## config.mk

```make
export PLATFORM = sky130hd
export DESIGN_NAME = pair_rom_streamer
export DESIGN_NICKNAME = d
export VERILOG_FILES = /design/src/rtl/pair_rom_streamer.sv
export SDC_FILE = /design/constraint.sdc
export NUM_CORES = 1
export LEC_CHECK = 0
export BUFFER_PORTS_ARGS = -buffer_cell sky130_fd_sc_hd__clkbuf_2
export CAP_MARGIN = 10
export CORE_ASPECT_RATIO = 1.5
export CORE_UTILIZATION = 45
export DETAILED_ROUTE_END_ITERATION = 12
export PLACE_DENSITY = 0.61
export SETUP_SLACK_MARGIN = 0.3
export SYNTH_ARGS = -nofsm -noshare
export SYNTH_HDL_FRONTEND = slang
export SYNTH_SLANG_ARGS = --single-unit
```

## constraint.sdc

```tcl
create_clock -name clk -period 14.46 [get_ports clk]
set_input_delay 0 -clock clk [delete_from_list [all_inputs] [get_ports clk]]
set_output_delay 0 -clock clk [all_outputs]
set_load 0.1 [all_outputs]
```

## src/rtl/pair_rom_streamer.sv

```systemverilog
module pair_rom_streamer #(
  parameter int DIV_TICKS = 50_000_000,
  parameter int NUM_RECS  = 44,
  parameter int AW        = 10,
  parameter int PW        = 8
) (
  input  logic       clk,
  input  logic       rst_n,
  input  logic [5:0] rec_idx,
  input  logic       run_en,
  input  logic       full_rate,
  output logic [7:0] fn_char,
  output logic [7:0] xf_char
);
  localparam int DCW = (DIV_TICKS > 1) ? $clog2(DIV_TICKS) : 1;
  localparam logic [7:0] SP = 8'h20;

  typedef enum logic [1:0] {S_WAIT = 2'd0, S_RUN = 2'd1, S_DONE = 2'd2} st_t;

  function automatic logic [AW-1:0] rec_len(int r);
    return AW'((5 * r + 3) % 9);
  endfunction

  function automatic logic [2*AW-1:0] ptr_rom(logic [PW-1:0] a);
    int s;
    s = 0;
    for (int i = 0; i < NUM_RECS; i++)
      if (i < int'(a)) s += int'(rec_len(i));
    return {AW'(s), rec_len(int'(a))};
  endfunction

  function automatic logic [15:0] chr_rom(logic [AW-1:0] a);
    int m;
    logic [7:0] f, x;
    m = int'(a) % 26;
    f = (a[1:0] == 2'd3) ? SP : 8'(65 + m);
    x = ((int'(a) % 6) == 5) ? SP : 8'(97 + m);
    return {f, x};
  endfunction

  st_t            st;
  logic [AW-1:0]  cur;
  logic [AW-1:0]  left;
  logic [DCW-1:0] div_cnt;

  wire [PW-1:0]   ptr_addr = {{(PW-6){1'b0}}, rec_idx};
  wire [2*AW-1:0] ptr      = ptr_rom(ptr_addr);
  wire [15:0]     word     = chr_rom(cur);
  wire            tick     = run_en && (full_rate || div_cnt == DCW'(DIV_TICKS - 1));

  always_ff @(posedge clk) begin
    if (!rst_n) begin
      st      <= S_WAIT;
      cur     <= '0;
      left    <= '0;
      div_cnt <= '0;
      fn_char <= SP;
      xf_char <= SP;
    end else begin
      case (st)
        S_WAIT:
          if (run_en) begin
            if (int'(rec_idx) < NUM_RECS) begin
              cur  <= ptr[2*AW-1:AW];
              left <= ptr[AW-1:0];
              st   <= S_RUN;
            end else begin
              st <= S_DONE;
            end
          end
        S_RUN:
          if (tick) begin
            div_cnt <= '0;
            if (left == '0) begin
              fn_char <= SP;
              xf_char <= SP;
              st      <= S_DONE;
            end else begin
              fn_char <= word[15:8];
              xf_char <= word[7:0];
              cur     <= cur + 1'b1;
              left    <= left - 1'b1;
            end
          end else if (run_en) begin
            div_cnt <= div_cnt + 1'b1;
          end
        default: ;
      endcase
    end
  end
endmodule


```

# Word-level counts from Yosys, hierarchy flattened
# Index checks and enable logic that the tools add are counted.
[word_totals]
ff_bits = 64
out_inout_bits = 16
[op_classes]
mul = 1
reduce_logical = 10
addsub = 44
div_mod_pow = 3
mux = 60
n_eq_ne = 9
magnitude_cmp = 40
[op_table]
columns = ["operator", "n"]
rows = [
  ["10-bit two-way mux", 46],
  ["10-bit by 4-bit adder with 10-bit output, second input constant", 19],
  ["10-bit by 3-bit adder with 10-bit output, second input constant", 9],
  ["5-bit by 6-bit less-than comparator with 1-bit output, first input constant", 14],
  ["6-bit less-than comparator, first input constant", 11],
  ["26-bit two-way mux", 2],
  ["10-bit by 2-bit adder with 10-bit output, second input constant", 5],
  ["4-bit by 6-bit less-than comparator with 1-bit output, first input constant", 7],
  ["10-bit by 5-bit adder with 10-bit output, second input constant", 4],
  ["10-bit one-hot mux with 2 select lines", 2],
  ["32-bit by 4-bit == test with 1-bit output, second input constant", 1],
  ["11-bit by 4-bit modulo with 32-bit output, second input constant", 1],
  ["11-bit by 6-bit modulo with 32-bit output, second input constant", 1],
  ["32-bit by 5-bit modulo with 32-bit output, second input constant", 1],
  ["8-bit two-way mux", 4],
  ["26-bit by 1-bit adder with 26-bit output, second input constant", 1],
  ["26-bit == test, second input constant", 1],
  ["3-bit by 6-bit less-than comparator with 1-bit output, first input constant", 4],
  ["8-bit adder, first input constant", 2],
  ["1-bit by 6-bit less-than comparator with 1-bit output, first input constant", 2],
  ["10-bit by 1-bit adder with 10-bit output, second input constant", 1],
  ["9-bit by 2-bit adder with 10-bit output, second input constant", 1],
  ["10-bit zero test", 1],
  ["2-bit two-way mux", 5],
  ["other kinds (16)", 22],
]

# Depth between registers and ports, before layout
[depth]
depth_word = 81
ltp_mapped = 78

# Worst setup path before layout
# Ideal clock, no wire load.
[synth_timing]
kind = "input to register"
start = "input port rec_idx[1]"
end = "register cur[8]"
path_buffers = 5
t_required_ps = 14340
slack_ps = 67
stages = 76
arrival_time_ps = 14273
path_cell_list = "buf_2 > buf_2 > clkinv_1 > ha_1 > clkbuf_1 > clkbuf_1 > o21ai_0 > ha_1 > clkbuf_1 > inv_1 > nor2_1 > o211a_1 > inv_1 > ha_1 > nor2_1 > a21oi_1 > ha_1 > mux2i_1 > [40 not listed] > xor2_1 > xnor2_1 > xnor2_1 > xnor2_1 > nor2_1 > a41oi_1 > xnor2_1 > xnor2_1 > ha_1 > mux2i_1 > xor2_1 > a21oi_1 > mux2_2 > o21a_1 > or4b_1 > o211ai_2 > a211oi_1 > a211o_1"
[synth_between]
elab_chain_len = 81
[synth_rtl]
columns = ["element", "line", "source"]
rows = [
  ["start: declaration", "9", "input logic [5:0] rec_idx,"],
  ["1-bit by 6-bit less-than comparator with 1-bit output", "28", "if (i < int'(a)) s += int'(rec_len(i));"],
  ["2-bit two-way mux", "28", ""],
  ["2-bit by 4-bit adder with 5-bit output", "28", ""],
  ["10-bit two-way mux", "28", ""],
  ["10-bit by 4-bit adder with 10-bit output", "28", ""],
  ["10-bit two-way mux", "28", ""],
  ["10-bit by 4-bit adder with 10-bit output", "28", ""],
  ["10-bit two-way mux", "28", ""],
  ["[65 not listed]", "--", ""],
  ["10-bit two-way mux", "28", ""],
  ["10-bit by 4-bit adder with 10-bit output", "28", ""],
  ["10-bit two-way mux", "28", ""],
  ["10-bit by 3-bit adder with 10-bit output", "28", ""],
  ["10-bit two-way mux", "28", ""],
  ["10-bit two-way mux", "63", "if (int'(rec_idx) < NUM_RECS) begin"],
  ["10-bit two-way mux", "62", "if (run_en) begin"],
  ["10-bit one-hot mux with 2 select lines", "60", "case (st)"],
  ["end signal: assignment", "64", "cur <= ptr[2*AW-1:AW];"],
  ["end signal: assignment", "81", "cur <= cur + 1'b1;"],
  ["end: declaration", "42", "logic [AW-1:0] cur;"],
]
# Parallel ways exist; a longest one is shown, timed or not. The select of a mux whose other input is x is not followed.
# A chain may end at the register's enable or synchronous reset.

# Worst setup path in the final report
[layout_timing]
start = "input port rec_idx[0]"
end = "register cur[8]"
# The elaborated chain is that of the path after synthesis.

==> flow_metrics.py <==
metrics = {
    "logic_synthesis": {
        "synth_top_area_share_pct": 8.590,
        "yosys_warnings": 0,
        "post-synth-top-count-cell": "nor2_1",
        "synthTopCellsByArea": "xnor2_1 (8.6%), dfxtp_1 (8.5%), nor2_1 (6.1%), ha_1 (6.0%), nand2_1 (5.3%)",
        "async_reset_ff_share_pct": 0,
        "synth_edf_count": 0,
        "syn-mean-instance-area_um2": 7.085,
        "ys_types": 125,
        "ys_seq_elements": 64,
        "syn_area_um2": 15090,
        "yosysSeqAreaShare_pct": 8.490,
        "synth_flop_cell": "dfxtp_1",
        "synth_nets": 2213,
        "synth_common_cells": "nor2_1 (245), nand2_1 (213), xnor2_1 (148)",
        "synthCells": 2130,
        "yosys.area.top_type": "xnor2_1",
    },
    "critical_path": {
        "cp-start-kind": "input pin",
        "endpoint_kind": "flip-flop",
        "worst-path-buf-inv": 9,
        "r2r-end": "xf_char[7]$_SDFFE_PN0P_",
        "r2r_cells": 31,
        "worstReg2RegStart": "cur[6]$_SDFFE_PN0P_",
        "path_delay_family": "adder cells",
        "critical_path_class": "input pin to flip-flop",
        "path_max_fanout": 7,
        "r2r_slack_ns": 5.90,
        "cp.depth": 73,
        "cpMaxStageDelayCell": "or4b_1",
        "critPathMaxStageDelay_ns": 0.53,
        "critPathArrivalTime_ns": 13.58,
        "critPathRequiredTime_ns": 14.67,
        "crit_top_cell": "ha_1",
    },
    "grt": {
        "grt_pass1_wl_mm": 70.36,
        "grt_pass1_vias": 15317,
        "grt_usage_pct": 24.55,
        "grt_max_degree": 33,
        "antenna_found_initial": 0,
        "grt_overflow": 0,
    },
    "die": {
        "fp-row-count": 81,
        "start_util_pct": 45.96,
        "pin_count": 26,
        "core_area_um2": 32840,
        "die-area_um2": 34290,
        "die_x_um": 151.5,
        "die_h_um": 226.3,
    },
    "timing": {
        "rsz0062_at_grt": "false",
        "hold_violations": 0,
        "worstMarginPinSlew_ns": 1.003,
        "fin_crit_ns": 13.37,
        "setup_tns_ns": 0,
        "slew_violations": 0,
        "setup_violations": 0,
        "min_period_over_period_pct": 92.48,
        "fmax_mhz": 74.78,
        "skew_ns": 0.007005,
        "slew_headroom_pct": 32.88,
    },
    "drt": {
        "routedWlPerCell_um": 16.48,
        "drt-initial-drc-count": 741,
        "ant_nets": 0,
        "drcViolationCount": 0,
        "first_pass_iters": 5,
        "finalWirelength_mm": 42.13,
        "vias": 15669,
        "viasPerCell": 6.128,
    },
    "final_layout": {
        "fillCellCount": 3330,
        "regArea_um2": 1281,
        "layout-drive-gt1-share_pct": 11.76,
        "multiInputGateArea_um2": 13470,
        "area_growth_pct": 8.739,
        "antenna_cells": 0,
        "nets": 2221,
    },
    "clock_network": {
        "clock_path_buffers": 2,
        "root_buffer": "clkbuf_16",
        "cts.reportedPaths.clkPinSlew_ns": 0.05,
        "cts_buffers": 9,
        "cts_sinks": 64,
        "cts_tree": "done",
        "insertion_delay_ns": 0.32,
        "h-tree-depth": 3,
    },
    "hold_path": {
        "min_path_cells": 4,
        "holdPathEnd": "div_cnt[0]$_SDFFE_PN0P_",
        "min_path_type": "input pin to flip-flop",
        "min-delay-start": "full_rate",
    },
    "job": {
        "maxCapViolations": 0,
    },
    "placement": {
        "portBuffers": 25,
        "place_congestion": 0.9071,
        "hpwlAfterDp_mm": 33.63,
    },
    "status": {
        "outcome": "finished, final reports clean",
    },
}
==> logic make-up after synthesis <==
kind of cell,Yosys count,synth area share (%)
buffers and inverters,159,4.204
muxes,73,5.174
adders and majority gates,84,6.832
AOI/OAI and AO/OA,596,27.47
xor gates and xnor gates,270,18.76
DFF,64,8.490
and+or+nand+nor,884,29.07
==> worst register-to-register path: cells and delay by family, from the launching register on <==
kind,cells,cell delay [ns]
AO/OA/AOI/OAI,9,2.35
XOR/XNOR,2,0.75
AND/OR/NAND/NOR,12,2.69
multiplexers,4,1.23
adder cells (fa/ha/maj),2,0.57
buffers and inverters,2,0.30
flip-flops,1,0.53
==> worst max path at each step <==
| stage | start | end | slack (ns) |
|---|---|---|---|
| after detailed placement | rec_idx[0] | cur[8]$_SDFFE_PN0P_ | 0.06 |
| after global routing | rec_idx[4] | cur[8]$_SDFFE_PN0P_ | 0.21 |
| after CTS | rec_idx[0] | cur[8]$_SDFFE_PN0P_ | 0.33 |
| after global placement | rec_idx[0] | cur[8]$_SDFFE_PN0P_ | 0.52 |
| final | rec_idx[0] | cur[8]$_SDFFE_PN0P_ | 1.09 |
| after floorplan | rec_idx[1] | cur[8]$_SDFFE_PN0P_ | 0.35 |
==> state kept, by name, summed over array words and instances (netlist names) <==
signal	count
xf_char	8
cur	10
st	2
fn_char	8
left	10
div_cnt	26
==> what timing repair did <==
item | CTS | global route
endpoints found under the hold margin | 1 | 0
resized for setup | 0 | 49
buffers inserted | 0 | 13
setup endpoints to repair | 0 | 8
hold buffers | 1 | 0
==> placed cells by master (no fill, tap or decap), types with 10 or more instances in the layout <==
cell type and count:
or3_1 21, nor4_1 18, a21boi_0 10, dfxtp_1 64
xnor3_1 11, xnor2_1 140, xor2_1 78, o31ai_1 12
o2111ai_1 10, a22oi_1 16, nor2_1 241, maj3_1 11
o211ai_1 22, clkbuf_2 25, or2_2 16, nor3_1 66
mux2i_1 47, inv_1 62, o22ai_1 13, nor2b_1 23
and2_1 34, o21ai_1 13, nand4_1 29, a21o_1 17
nand2b_1 37, and3_1 32, xnor2_2 18, o31a_1 13
o21ai_0 127, a31oi_1 31, o21a_1 14, a211oi_1 23
nand2_1 213, a21oi_1 133, buf_4 62, ha_1 70
nand3_1 69, mux2_2 14
==> routing by layer <==
metal | vias up | part of all wire (%) | global-route usage (%)
li1 | 7838 | - | -
met1 | 7432 | 40 | 25.51
met2 | 301 | 55 | 49.68
met3 | 98 | 2.1 | 1.549
met4 | 0 | 3.1 | 9.198
met5 | - | 0 | 0
==> area by class of cell <==
type                       count  share of cell area [%]
clock buffer                  15                   1.632
inverter                      67                   1.540
multi-input combinational   1907                   82.07
sequential                    64                   7.808
tap                          415                   3.164
timing repair buffer          89                   3.782
==> through the flow <==
stage / setup slack, ns / cell area, um2 / cells / hold slack (ns) / utilization (%)
CTS: 0.3303 / 16020 / 2544 / 0.05339 / 48.79
detailed placement: 0.05658 / 15740 / 2528 / 0.3016 / 47.94
global route: 0.2109 / 16410 / 2557 / 0.07688 / 49.97
global placement: 0.5227 / 15740 / 2528 / 0.2922 / 47.94
finish: 1.087 / 16410 / 2557 / 0.05596 / 49.97
floorplan: 0.3534 / 15100 / 2130 / 0.1515 / -
Power is left out: the tool's default activity adds up to more than one toggle a clock period on the data nets, which glitch-free logic cannot reach.
